[config.mk]
export PLATFORM = sky130hd
export DESIGN_NAME = cfg_access_bridge
export DESIGN_NICKNAME = d
export VERILOG_FILES = /design/src/rtl/cfgb_pkg.sv /design/src/rtl/cfgb_port_match.sv /design/src/rtl/cfgb_addr_gen.sv /design/src/rtl/cfgb_lanes.sv /design/src/rtl/cfgb_seq.sv /design/src/rtl/cfg_access_bridge.sv
export SDC_FILE = /design/constraint.sdc
export NUM_CORES = 1
export LEC_CHECK = 0
export ABC_AREA = 1
export BUFFER_PORTS_ARGS = -buffer_cell sky130_fd_sc_hd__buf_2
export CAP_MARGIN = 5
export CORE_UTILIZATION = 50
export CTS_BUF_LIST = sky130_fd_sc_hd__clkbuf_8
export CTS_CLUSTER_DIAMETER = 120
export DETAILED_ROUTE_END_ITERATION = 8
export PLACE_DENSITY = 0.74
export REMOVE_ABC_BUFFERS = 1
export SYNTH_ARGS = -nofsm -noshare
export SYNTH_HDL_FRONTEND = slang
export SYNTH_SLANG_ARGS = --single-unit
[constraint.sdc]
create_clock -name clk -period 5.8 [get_ports clk]
set_input_delay 1.45 -clock clk [delete_from_list [all_inputs] [get_ports clk]]
set_output_delay 1.45 -clock clk [all_outputs]
set_load 0.01 [all_outputs]
[src/rtl/cfgb_pkg.sv]
// Package: shared widths and the completion status type of the bridge.
package cfgb_pkg;
    localparam int BUS_W = 8;
    localparam int DEV_W = 5;
    localparam int FN_W  = 3;
    localparam int REG_W = 12;
    localparam int SZ_W  = 3;
    localparam int DW    = 32;
    localparam int AW    = 32;

    typedef enum logic [1:0] {
        ST_OK     = 2'd0,
        ST_NODEV  = 2'd1,
        ST_BADREG = 2'd2
    } cfg_status_e;

    typedef struct packed {
        logic [BUS_W-1:0] bus;
        logic [DEV_W-1:0] dev;
        logic [FN_W-1:0]  fn;
        logic [REG_W-1:0] rg;
        logic [SZ_W-1:0]  sz;
        logic             wr;
        logic [DW-1:0]    wdata;
    } cfg_req_t;
endpackage

[src/rtl/cfgb_port_match.sv]
// Root-port lookup. It compares the bus number against every enabled
// root port and reports the highest matching index.
// Assumes: rp_bus packs port i at [i*BUS_W +: BUS_W].
module cfgb_port_match import cfgb_pkg::*; #(
    parameter int NPORT = 2,
    localparam int IDX_W = (NPORT > 1) ? $clog2(NPORT) : 1
) (
    input  logic                   clk,
    input  logic                   rst_n,
    input  logic [BUS_W-1:0]       bus,
    input  logic [NPORT-1:0]       rp_en,
    input  logic [NPORT*BUS_W-1:0] rp_bus,
    output logic                   hit,
    output logic [IDX_W-1:0]       idx
);
    logic [NPORT-1:0] eq;

    // Per-port equality, gated by the port enable.
    for (genvar g = 0; g < NPORT; g++) begin : g_cmp
        assign eq[g] = rp_en[g] && (rp_bus[g*BUS_W +: BUS_W] == bus);
    end

    // Priority pick: search from the highest index downwards.
    always_comb begin
        hit = 1'b0;
        idx = '0;
        for (int i = NPORT - 1; i >= 0; i--) begin
            if (eq[i] && !hit) begin
                hit = 1'b1;
                idx = IDX_W'(i);
            end
        end
    end

    assert_highest_wins_R8: assert property (@(posedge clk) disable iff (!rst_n)
        hit |-> ((eq >> idx) == NPORT'(1)));
    assert_miss_means_none_R8: assert property (@(posedge clk) disable iff (!rst_n)
        !hit |-> (eq == '0));
endmodule

[src/rtl/cfgb_addr_gen.sv]
// Address former. It builds the word address either in a root port's
// window or in the flat configuration aperture (standard or extended region).
// Assumes: bases are word aligned.
module cfgb_addr_gen import cfgb_pkg::*; #(
    parameter int           NPORT         = 2,
    parameter logic [AW-1:0] CFG_BASE     = 32'h8000_0000,
    parameter logic [AW-1:0] RP_BASE      = 32'h8000_0000,
    parameter logic [AW-1:0] RP_STRIDE    = 32'h0000_1000,
    parameter logic [AW-1:0] STD_OFF      = 32'h0000_4000,
    parameter logic [AW-1:0] EXT_OFF      = 32'h0010_4000,
    parameter int           EXT_REG_START = 256,
    localparam int IDX_W = (NPORT > 1) ? $clog2(NPORT) : 1
) (
    input  logic [BUS_W-1:0] bus,
    input  logic [DEV_W-1:0] dev,
    input  logic [FN_W-1:0]  fn,
    input  logic [REG_W-1:0] rg,
    input  logic             port_hit,
    input  logic [IDX_W-1:0] port_idx,
    output logic [AW-1:0]    addr
);
    logic [AW-1:0] word_off;
    logic [AW-1:0] region_off;
    logic [AW-1:0] flat_addr;
    logic [AW-1:0] port_addr;

    // Word-aligned register offset and region select.
    always_comb begin
        word_off   = AW'({rg[REG_W-1:2], 2'b00});
        region_off = (int'(rg) < EXT_REG_START) ? STD_OFF : EXT_OFF;
    end

    // Flat aperture and root-port window addresses, then the final pick.
    always_comb begin
        flat_addr = CFG_BASE + (AW'(bus) << 16) + (AW'(dev) << 11)
                  + (AW'(fn) << 8) + word_off + region_off;
        port_addr = RP_BASE + (AW'(port_idx) * RP_STRIDE) + word_off;
        addr      = port_hit ? port_addr : flat_addr;
    end
endmodule

[src/rtl/cfgb_lanes.sv]
// Byte-lane unit. It extracts the addressed lanes of a read word and
// merges sub-word write data into a word for read-modify-write.
// Assumes: off is offset mod 4; misaligned 2-byte cases are filtered upstream.
module cfgb_lanes import cfgb_pkg::*; (
    input  logic [DW-1:0]   word,
    input  logic [1:0]      off,
    input  logic [SZ_W-1:0] sz,
    input  logic [DW-1:0]   wdata,
    output logic [DW-1:0]   rd_ext,
    output logic [DW-1:0]   merged
);
    logic [4:0]    sh;
    logic [DW-1:0] lane_mask;

    // Lane mask and shift amount from size and offset.
    always_comb begin
        sh        = {off, 3'b000};
        lane_mask = (sz == SZ_W'(1)) ? DW'(32'h0000_00FF) : DW'(32'h0000_FFFF);
    end

    // Read extraction and write merge.
    always_comb begin
        if (sz == SZ_W'(1) || sz == SZ_W'(2))
            rd_ext = (word >> sh) & lane_mask;
        else
            rd_ext = word;
        merged = (word & ~(lane_mask << sh)) | ((wdata & lane_mask) << sh);
    end
endmodule

[src/rtl/cfgb_seq.sv]
// Transaction sequencer. It accepts one request at a time, turns it into
// zero, one or two bus accesses and issues the completion.
// Assumes: mem_ack may come in any cycle where mem_req is high.
module cfgb_seq import cfgb_pkg::*; (
    input  logic        clk,
    input  logic        rst_n,
    input  logic        req_valid,
    input  logic        rej,
    input  cfg_status_e rej_status,
    input  logic        is_write,
    input  logic        is_rmw,
    input  logic [DW-1:0] wdata_full,
    input  logic [DW-1:0] merged,
    input  logic [DW-1:0] rd_ext,
    input  logic        mem_ack,
    output logic        accept,
    output logic        busy,
    output logic        done,
    output logic [1:0]  rsp_status,
    output logic [DW-1:0] rsp_rdata,
    output logic        mem_req,
    output logic        mem_we,
    output logic [DW-1:0] mem_wdata
);
    typedef enum logic [2:0] {S_IDLE, S_DEC, S_RD, S_WR, S_DONE} seq_state_e;
    seq_state_e state;

    // Decoded control outputs.
    always_comb begin
        accept  = (state == S_IDLE) && req_valid;
        busy    = (state != S_IDLE);
        done    = (state == S_DONE);
        mem_req = (state == S_RD) || (state == S_WR);
        mem_we  = (state == S_WR);
    end

    // State register, write-data register and response registers.
    always_ff @(posedge clk) begin
        if (!rst_n) begin
            state      <= S_IDLE;
            rsp_status <= 2'd0;
            rsp_rdata  <= '0;
            mem_wdata  <= '0;
        end else begin
            case (state)
                S_IDLE: if (accept) state <= S_DEC;
                S_DEC: begin
                    if (rej) begin
                        rsp_status <= rej_status;
                        rsp_rdata  <= '1;
                        state      <= S_DONE;
                    end else if (is_write && !is_rmw) begin
                        mem_wdata <= wdata_full;
                        state     <= S_WR;
                    end else begin
                        state <= S_RD;
                    end
                end
                S_RD: if (mem_ack) begin
                    if (is_rmw) begin
                        mem_wdata <= merged;
                        state     <= S_WR;
                    end else begin
                        rsp_rdata  <= rd_ext;
                        rsp_status <= ST_OK;
                        state      <= S_DONE;
                    end
                end
                S_WR: if (mem_ack) begin
                    rsp_rdata  <= '0;
                    rsp_status <= ST_OK;
                    state      <= S_DONE;
                end
                default: state <= S_IDLE;
            endcase
        end
    end

    assert_done_single_R9: assert property (@(posedge clk) disable iff (!rst_n)
        done |=> !done);
    assert_busy_after_accept_R9: assert property (@(posedge clk) disable iff (!rst_n)
        accept |=> busy);
    assert_req_held_R10: assert property (@(posedge clk) disable iff (!rst_n)
        (mem_req && !mem_ack) |=> (mem_req && $stable(mem_we) && $stable(mem_wdata)));
    assert_no_req_idle_R10: assert property (@(posedge clk) disable iff (!rst_n)
        !busy |-> !mem_req);
    assert_reject_no_bus_R3: assert property (@(posedge clk) disable iff (!rst_n)
        (state == S_DEC && rej) |=> (!mem_req && done));
    assert_rmw_writes_back_R6: assert property (@(posedge clk) disable iff (!rst_n)
        (state == S_RD && mem_ack && is_rmw) |=> (mem_req && mem_we));
endmodule

[src/rtl/cfg_access_bridge.sv]
// Top of the configuration access bridge. It captures one request,
// classifies it (root port or flat aperture, reject or access) and hands
// it to the sequencer.
// Assumes: the downstream port returns mem_rdata together with mem_ack.
module cfg_access_bridge import cfgb_pkg::*; #(
    parameter int           NPORT         = 2,
    parameter logic [AW-1:0] CFG_BASE     = 32'h8000_0000,
    parameter logic [AW-1:0] RP_BASE      = 32'h8000_0000,
    parameter logic [AW-1:0] RP_STRIDE    = 32'h0000_1000,
    parameter logic [AW-1:0] STD_OFF      = 32'h0000_4000,
    parameter logic [AW-1:0] EXT_OFF      = 32'h0010_4000,
    parameter int           EXT_REG_START = 256,
    localparam int IDX_W = (NPORT > 1) ? $clog2(NPORT) : 1
) (
    input  logic                   clk,
    input  logic                   rst_n,
    input  logic                   req_valid,
    input  logic [BUS_W-1:0]       req_bus,
    input  logic [DEV_W-1:0]       req_dev,
    input  logic [FN_W-1:0]        req_func,
    input  logic [REG_W-1:0]       req_reg,
    input  logic [SZ_W-1:0]        req_size,
    input  logic                   req_write,
    input  logic [DW-1:0]          req_wdata,
    input  logic [NPORT-1:0]       rp_en,
    input  logic [NPORT*BUS_W-1:0] rp_bus,
    output logic                   busy,
    output logic                   done,
    output logic [1:0]             rsp_status,
    output logic [DW-1:0]          rsp_rdata,
    output logic                   mem_req,
    output logic                   mem_we,
    output logic [AW-1:0]          mem_addr,
    output logic [DW-1:0]          mem_wdata,
    input  logic                   mem_ack,
    input  logic [DW-1:0]          mem_rdata
);
    cfg_req_t    req_q;
    logic        accept;
    logic        port_hit;
    logic [IDX_W-1:0] port_idx;
    logic        size_ok_wr;
    logic        misalign;
    logic        rej;
    cfg_status_e rej_status;
    logic        is_rmw;
    logic [DW-1:0] rd_ext;
    logic [DW-1:0] merged;

    // Request capture on acceptance; held for the whole transaction.
    always_ff @(posedge clk) begin
        if (!rst_n)
            req_q <= '0;
        else if (accept)
            req_q <= '{bus: req_bus, dev: req_dev, fn: req_func, rg: req_reg,
                       sz: req_size, wr: req_write, wdata: req_wdata};
    end

    cfgb_port_match #(.NPORT(NPORT)) u_match (
        .clk(clk), .rst_n(rst_n), .bus(req_q.bus), .rp_en(rp_en),
        .rp_bus(rp_bus), .hit(port_hit), .idx(port_idx)
    );

    cfgb_addr_gen #(
        .NPORT(NPORT), .CFG_BASE(CFG_BASE), .RP_BASE(RP_BASE),
        .RP_STRIDE(RP_STRIDE), .STD_OFF(STD_OFF), .EXT_OFF(EXT_OFF),
        .EXT_REG_START(EXT_REG_START)
    ) u_addr (
        .bus(req_q.bus), .dev(req_q.dev), .fn(req_q.fn), .rg(req_q.rg),
        .port_hit(port_hit), .port_idx(port_idx), .addr(mem_addr)
    );

    // Request classification: root-port device check first, then size rules.
    always_comb begin
        size_ok_wr = (req_q.sz == SZ_W'(1)) || (req_q.sz == SZ_W'(2))
                  || (req_q.sz == SZ_W'(4));
        misalign   = (req_q.sz == SZ_W'(2)) && (req_q.rg[1:0] == 2'b11);
        is_rmw     = req_q.wr && ((req_q.sz == SZ_W'(1)) || (req_q.sz == SZ_W'(2)));
        rej        = 1'b0;
        rej_status = ST_OK;
        if (port_hit && ((req_q.dev != '0) || (req_q.fn != '0))) begin
            rej        = 1'b1;
            rej_status = ST_NODEV;
        end else if ((req_q.wr && !size_ok_wr) || misalign) begin
            rej        = 1'b1;
            rej_status = ST_BADREG;
        end
    end

    cfgb_lanes u_lanes (
        .word(mem_rdata), .off(req_q.rg[1:0]), .sz(req_q.sz),
        .wdata(req_q.wdata), .rd_ext(rd_ext), .merged(merged)
    );

    cfgb_seq u_seq (
        .clk(clk), .rst_n(rst_n), .req_valid(req_valid), .rej(rej),
        .rej_status(rej_status), .is_write(req_q.wr), .is_rmw(is_rmw),
        .wdata_full(req_q.wdata), .merged(merged), .rd_ext(rd_ext),
        .mem_ack(mem_ack), .accept(accept), .busy(busy), .done(done),
        .rsp_status(rsp_status), .rsp_rdata(rsp_rdata), .mem_req(mem_req),
        .mem_we(mem_we), .mem_wdata(mem_wdata)
    );

    assert_addr_stable_R10: assert property (@(posedge clk) disable iff (!rst_n)
        (mem_req && !mem_ack) |=> $stable(mem_addr));
    assert_done_status_known_R7: assert property (@(posedge clk) disable iff (!rst_n)
        done |-> (rsp_status != 2'd3));
endmodule

-- Word-level counts from Yosys, hierarchy flattened
Index checks and enable logic that the tools add are counted.
- bits in registers: 133
- latch bits: 0
- memory bits (writable): 0
- memory bits (read-only): 0
- input bits: 118
- output and inout port bits: 102
- word-level logic and storage cells: 104
- memories: 0
- add/sub/neg operators: 7
- multiply operators: 0
- div/mod/pow operators: 0
- magnitude comparators: 1
- equality and inequality tests: 18
- shift operators: 3
- mux-type cells: 33
- bitwise logic cells: 5
- reduce and logical (&&, ||, !) cells: 26
- operator list (operator ; count):
    two-way mux 32 bit ; 10
    bitwise AND 32 bit ; 3
    case mux 32 bit (3 select lines) ; 1
    adder 32 x 12 -> 32 bit ; 2
    case mux 32 bit (2 select lines) ; 1
    << shifter 32 x 5 -> 32 bit ; 2
    adder 32 x 11 -> 32 bit ; 1
    adder 32 x 13 -> 32 bit, first input constant ; 1
    adder 32 x 16 -> 32 bit ; 1
    adder 32 x 24 -> 32 bit, first input constant ; 1
    adder 32 bit ; 1
    NOT 32 bit ; 1
    bitwise OR 32 bit ; 1
    >> shifter 32 x 5 -> 32 bit ; 1
    two-way mux 21 bit ; 1
    == test 8 bit ; 2
    two-way mux 16 bit ; 1
    two-way mux 3 bit ; 5
    < comparator 12 x 9 -> 1 bit, second input constant ; 1
    two-way mux 2 bit ; 6
    case mux 3 bit (4 select lines) ; 1
    != test 2 bit, second input constant ; 5
    AND reduction 5 bit ; 2
    == test 3 x 2 -> 1 bit, second input constant ; 3
    other kinds (14) ; 39

-- Logic depth before layout (Yosys ltp)
- depth in word-level cells: 10
- gate-level depth with buffers: 16
- mapped depth without buffers: 15

-- Cells and area by module
Synthesis repeated with hierarchy kept, for this count alone.
- cells, all modules: 1473
- area total of the unflattened synthesis: 8521.9 µm²
- modules (own cells, without submodules) (module ; instances ; cells each ; area each (µm²) ; seq. area each (µm²)):
    cfgb_seq ; 1 ; 585 ; 3542.1 ; 1381.3
    cfg_access_bridge ; 1 ; 299 ; 2285.9 ; 1281.2
    cfgb_lanes ; 1 ; 355 ; 1545.2 ; 0.0
    cfgb_addr_gen ; 1 ; 159 ; 819.5 ; 0.0
    cfgb_port_match ; 1 ; 75 ; 329.1 ; 0.0

-- Worst setup path after synthesis
No wires, ideal clock.
- path type: input -> output
- start point: in rp_bus[11]
- end point: out mem_addr[19]
- arrival time: 2481 ps
- required time: 4350 ps
- slack: 1869 ps
- stages: 12
- path buffers: 1
- path through: inv_1 > nand2_1 > nand2_1 > inv_1 > nand2_1 > nor2_1 > nand3_1 > nand2_1 > inv_1 > clkbuf_1 > o21ai_0 > a21oi_1
- cells in the longest elaborated chain, start to end: 9
- elaborated cells on any way between the ends: 10
- RTL lines (what ; RTL line ; text):
    from (decl) ; cfg_access_bridge.sv:26 ; input logic [NPORT*BUS_W-1:0] rp_bus,
    == test 8 bit (*) ; cfgb_port_match.sv:20 ; assign eq[g] = rp_en[g] && (rp_bus[g*BUS_W +: BUS_W] == bus);
    logical AND 1 bit (*) ; cfgb_port_match.sv:20 ;
    two-way mux 1 bit (*) ; cfgb_port_match.sv:28 ; if (eq[i] && !hit) begin
    logical NOT 1 bit ; cfgb_port_match.sv:28 ;
    logical AND 1 bit ; cfgb_port_match.sv:28 ;
    two-way mux 1 bit ; cfgb_port_match.sv:28 ;
    adder 32 x 13 -> 32 bit ; cfgb_addr_gen.sv:37 ; port_addr = RP_BASE + (AW'(port_idx) * RP_STRIDE) + word_off;
    adder 32 x 12 -> 32 bit ; cfgb_addr_gen.sv:37 ;
    two-way mux 32 bit (*) ; cfgb_addr_gen.sv:38 ; addr = port_hit ? port_addr : flat_addr;
    to (decl) ; cfg_access_bridge.sv:33 ; output logic [AW-1:0] mem_addr,
Mark *: on every way between the ends. The rest lies on a longest branch, timed or not.

-- Final worst setup path
Ends and elaborated chain as after synthesis.

==> impl_results.md <==
- Port Buf Inserts: 210
- Cell Area, Synth: 7770 um2
- Yosys reg bits: 133
- Cts bufs inserted: 17
- GRT Residual Overflow: 0
- P_leak: 4.62 nW
- Drt initial violations: 652
- Die height: 127 um
- DIE AREA: 16,000 um2
- H-tree depth: 4
- Reg clk slew, reported paths: 70 ps
- Boundary Pins: 220
- Relative slew slack: 37.8%
- Die width: 127 um
- Hold_buf cts: 0
- WL final: 22,800 um
- Critical Path RT: 4350 ps
- Fmax: 0.220 GHz
- Setup violations, final: 0
- First-pass iteration count of the detailed router: 6
- Worst Tran Pin Value: 931 ps
- Clock Latency Late Sink: 450 ps
- Placed inst area: 8710 um2
- Number of global-route vias before repair: 7,426
- Post-Synthesis Cells: 1,243
- Hold Crit Class: reg2reg
- Fin nets: 1,520
- RSZ-0062 raised after global routing: no
- Share of cells above drive strength 1: 18.6%
- Max stage delay on crit path: 390 ps
- TritonCTS clock tree: yes
- Final setup TNS: 0 ps
- Row count: 45
- Yosys Warn Count: 0
- Crit path launch type: primary input
- Filler instances: 1,548
- Starting Density: 51.1%
- Synth Area per Inst: 6.25 um2
- Most used cell, CP: nand2_1
- Critical Path AT: 3100 ps
- FF-to-FF setup slack: 2200 ps
- Layout area overhead: 17.5%
- Post-DRT Antenna Nets: 0
- Pins Over Slew Limit: 0
- Vias: 8,383
- Worst IR Drop VDD: 242 uV
- Cell area power density: 461 nW/um2
- First-pass GRT wire length: 36,300 um
- Status: finished, final reports clean
- Pre-CTS setup slack: 1330 ps
- Setup Buffers After CTS: 0
- Clock tree root driver cell: clkbuf_8
- DR vias/cell: 5.25
- MaxCap Viol Count: 0
- Max FO, Critical Path: 12
- Gpl congestion: 0.894
- Hold Violations, Final: 0
- Total GRT Usage: 28.6%
- Detailed-route DRC error count: 0
- Crit path cell chain: buf_2 -> inv_1 -> nand2_1 -> nand2_1 -> inv_1 -> nand2_1 -> nor2_1 -> nand3_1 -> nand2_1 -> inv_1 -> o21ai_0 -> a21oi_1 -> buf_2
- Post-CTS sizing: 0
- Final standard cell area without fillers: 9130 um2
- Sequential share of the synthesized area: 34.3%
- Critical path's slowest cell: inv_1
- HPWL after DPL: 16,200 um
- DR WL/cell: 14.2 um
- Final critical-path required period: 4550 ps
- Clock buffer depth: 2
- Clock Sinks: 133
- Crit path kind: in2out
- Clock Skews: 10.0 ps
- Initial antenna violation count: 3
- Yosys cell types: 39
- Core area: 15,200 um2
- Crit end category: primary output
- Period utilization: 78.4%
- Largest net degree at the start of global routing: 76
- Final Worst Setup Slack: 1250 ps
-- placed cells by master (no fill, tap or decap), drive strengths merged --
cell	Yosys	layout
ha	5	5
nand3	31	31
nor4	2	2
a21o	1	1
and2	1	1
clkbuf	48	17
nor3	15	15
conb	2	9
bufinv	0	4
inv	202	206
a32oi	6	6
o311ai	1	1
nor2	104	104
o22ai	5	5
a31oi	2	2
dfxtp	133	133
a21boi	2	2
a22oi	4	4
o211ai	9	9
o21ai	150	150
xnor2	1	1
buf	41	216
clkinvlp	0	1
nand2	282	282
o31ai	7	7
xor2	6	6
fa	1	1
clkinv	3	8
nand4	58	58
a21oi	121	121
diode	0	2
-- Yosys cell counts --
cell / instances / area [um2]
a31oi_1: 2 / 12.5
nor2_2: 2 / 12.5
nand3_1: 27 / 135
buf_2: 17 / 85.1
fa_1: 1 / 20.0
o21ai_0: 148 / 741
a21boi_0: 2 / 15.0
inv_2: 5 / 18.8
and2_1: 1 / 6.26
nand3_2: 3 / 30.0
nor4_1: 2 / 12.5
o22ai_1: 5 / 31.3
nand4_1: 58 / 363
nor2_1: 102 / 383
a22oi_2: 1 / 12.5
nand3_4: 1 / 17.5
o31ai_1: 7 / 52.6
nand2_2: 4 / 25.0
o21ai_1: 2 / 10.0
o211ai_1: 9 / 67.6
nor3_2: 1 / 10.0
xnor2_1: 1 / 8.76
xor2_1: 6 / 52.6
a21oi_1: 121 / 606
buf_4: 19 / 143
a22oi_1: 3 / 22.5
nand2_1: 278 / 1040
buf_1: 5 / 18.8
a21o_1: 1 / 7.51
ha_1: 5 / 62.6
o311ai_0: 1 / 8.76
clkinv_1: 3 / 11.3
nor3_1: 13 / 65.1
dfxtp_1: 133 / 2660
nor3_4: 1 / 16.3
conb_1: 2 / 7.51
inv_1: 197 / 739
clkbuf_1: 48 / 180
a32oi_1: 6 / 52.6
-- stage by stage --
step                      total power [W]  std cells  util [%]  hold WS [ps]
final                             0.00421       1598      60.0           444
after global routing              0.00457       1596      60.0           468
after CTS                         0.00421       1596      60.0           447
after detailed placement          0.00339       1565      57.3           435
after global placement            0.00337       1565      57.3           431
after floorplan                   0.00272       1161         -           420
-- layout make-up --
type / count / area (um2) / area share (%)
multi-input combinational: 823 / 3950 / 43.3
sequential: 133 / 2660 / 29.2
timing repair buffer: 216 / 1100 / 12.0
inverter: 205 / 769 / 8.43
tap: 188 / 235 / 2.58
clock buffer: 17 / 234 / 2.56
clock inverter: 14 / 171 / 1.88
antenna: 2 / 5.00 / 0.0548
-- state kept, by name, indices dropped and copies added (netlist names) --
register / cells
u_seq.state: 3
u_seq.rsp_status: 2
req_q: 64
u_seq.mem_wdata: 32
u_seq.rsp_rdata: 32
-- path summary, 6_finish.rpt --
path               from                   to  depth (start not counted)
min           req_q[39]            req_q[39]                          2
max          rp_bus[11]         mem_addr[19]                         13
min reg2reg   req_q[39]            req_q[39]                          2
max reg2reg   req_q[34]  u_seq.mem_wdata[17]                          9
-- metal layers --
metal / global-route usage (%) / routed length, um / vias to the layer above / part of all wire [%]
met5: 0 / 0 / - / 0
met4: 10.1 / 495 / 0 / 2.2
met3: 8.98 / 2030 / 41 / 8.9
met2: 44.5 / 10300 / 344 / 45
met1: 37.3 / 9950 / 3710 / 44
li1: - / - / 4288 / -
-- critical path: cells and delay by family --
family	cells	cell delay, ps
buffers and inverters	5	730
and+or+nand+nor	6	590
AOI/OAI and AO/OA	2	320
-- logic make-up (layout without fill, tap and decap cells) --
logic type / Yosys count / after routing / synth area share (%)
other: 2 / 11 / 0.0967
AOI/OAI and AO/OA: 308 / 308 / 21.1
and+or+nand+nor: 493 / 493 / 27.3
adders and majority gates: 6 / 6 / 1.06
xor gates and xnor gates: 7 / 7 / 0.789
DFF: 133 / 133 / 34.3
buffers and inverters: 294 / 452 / 15.4
-- where the power goes --
group / switching, W / total, W / internal [W]
registers: 0.000205 / 0.00143 / 0.00122
clock network: 0.000365 / 0.000822 / 0.000457
logic: 0.00128 / 0.00196 / 0.000678
Note: power is estimated with default switching activity, not from simulation.
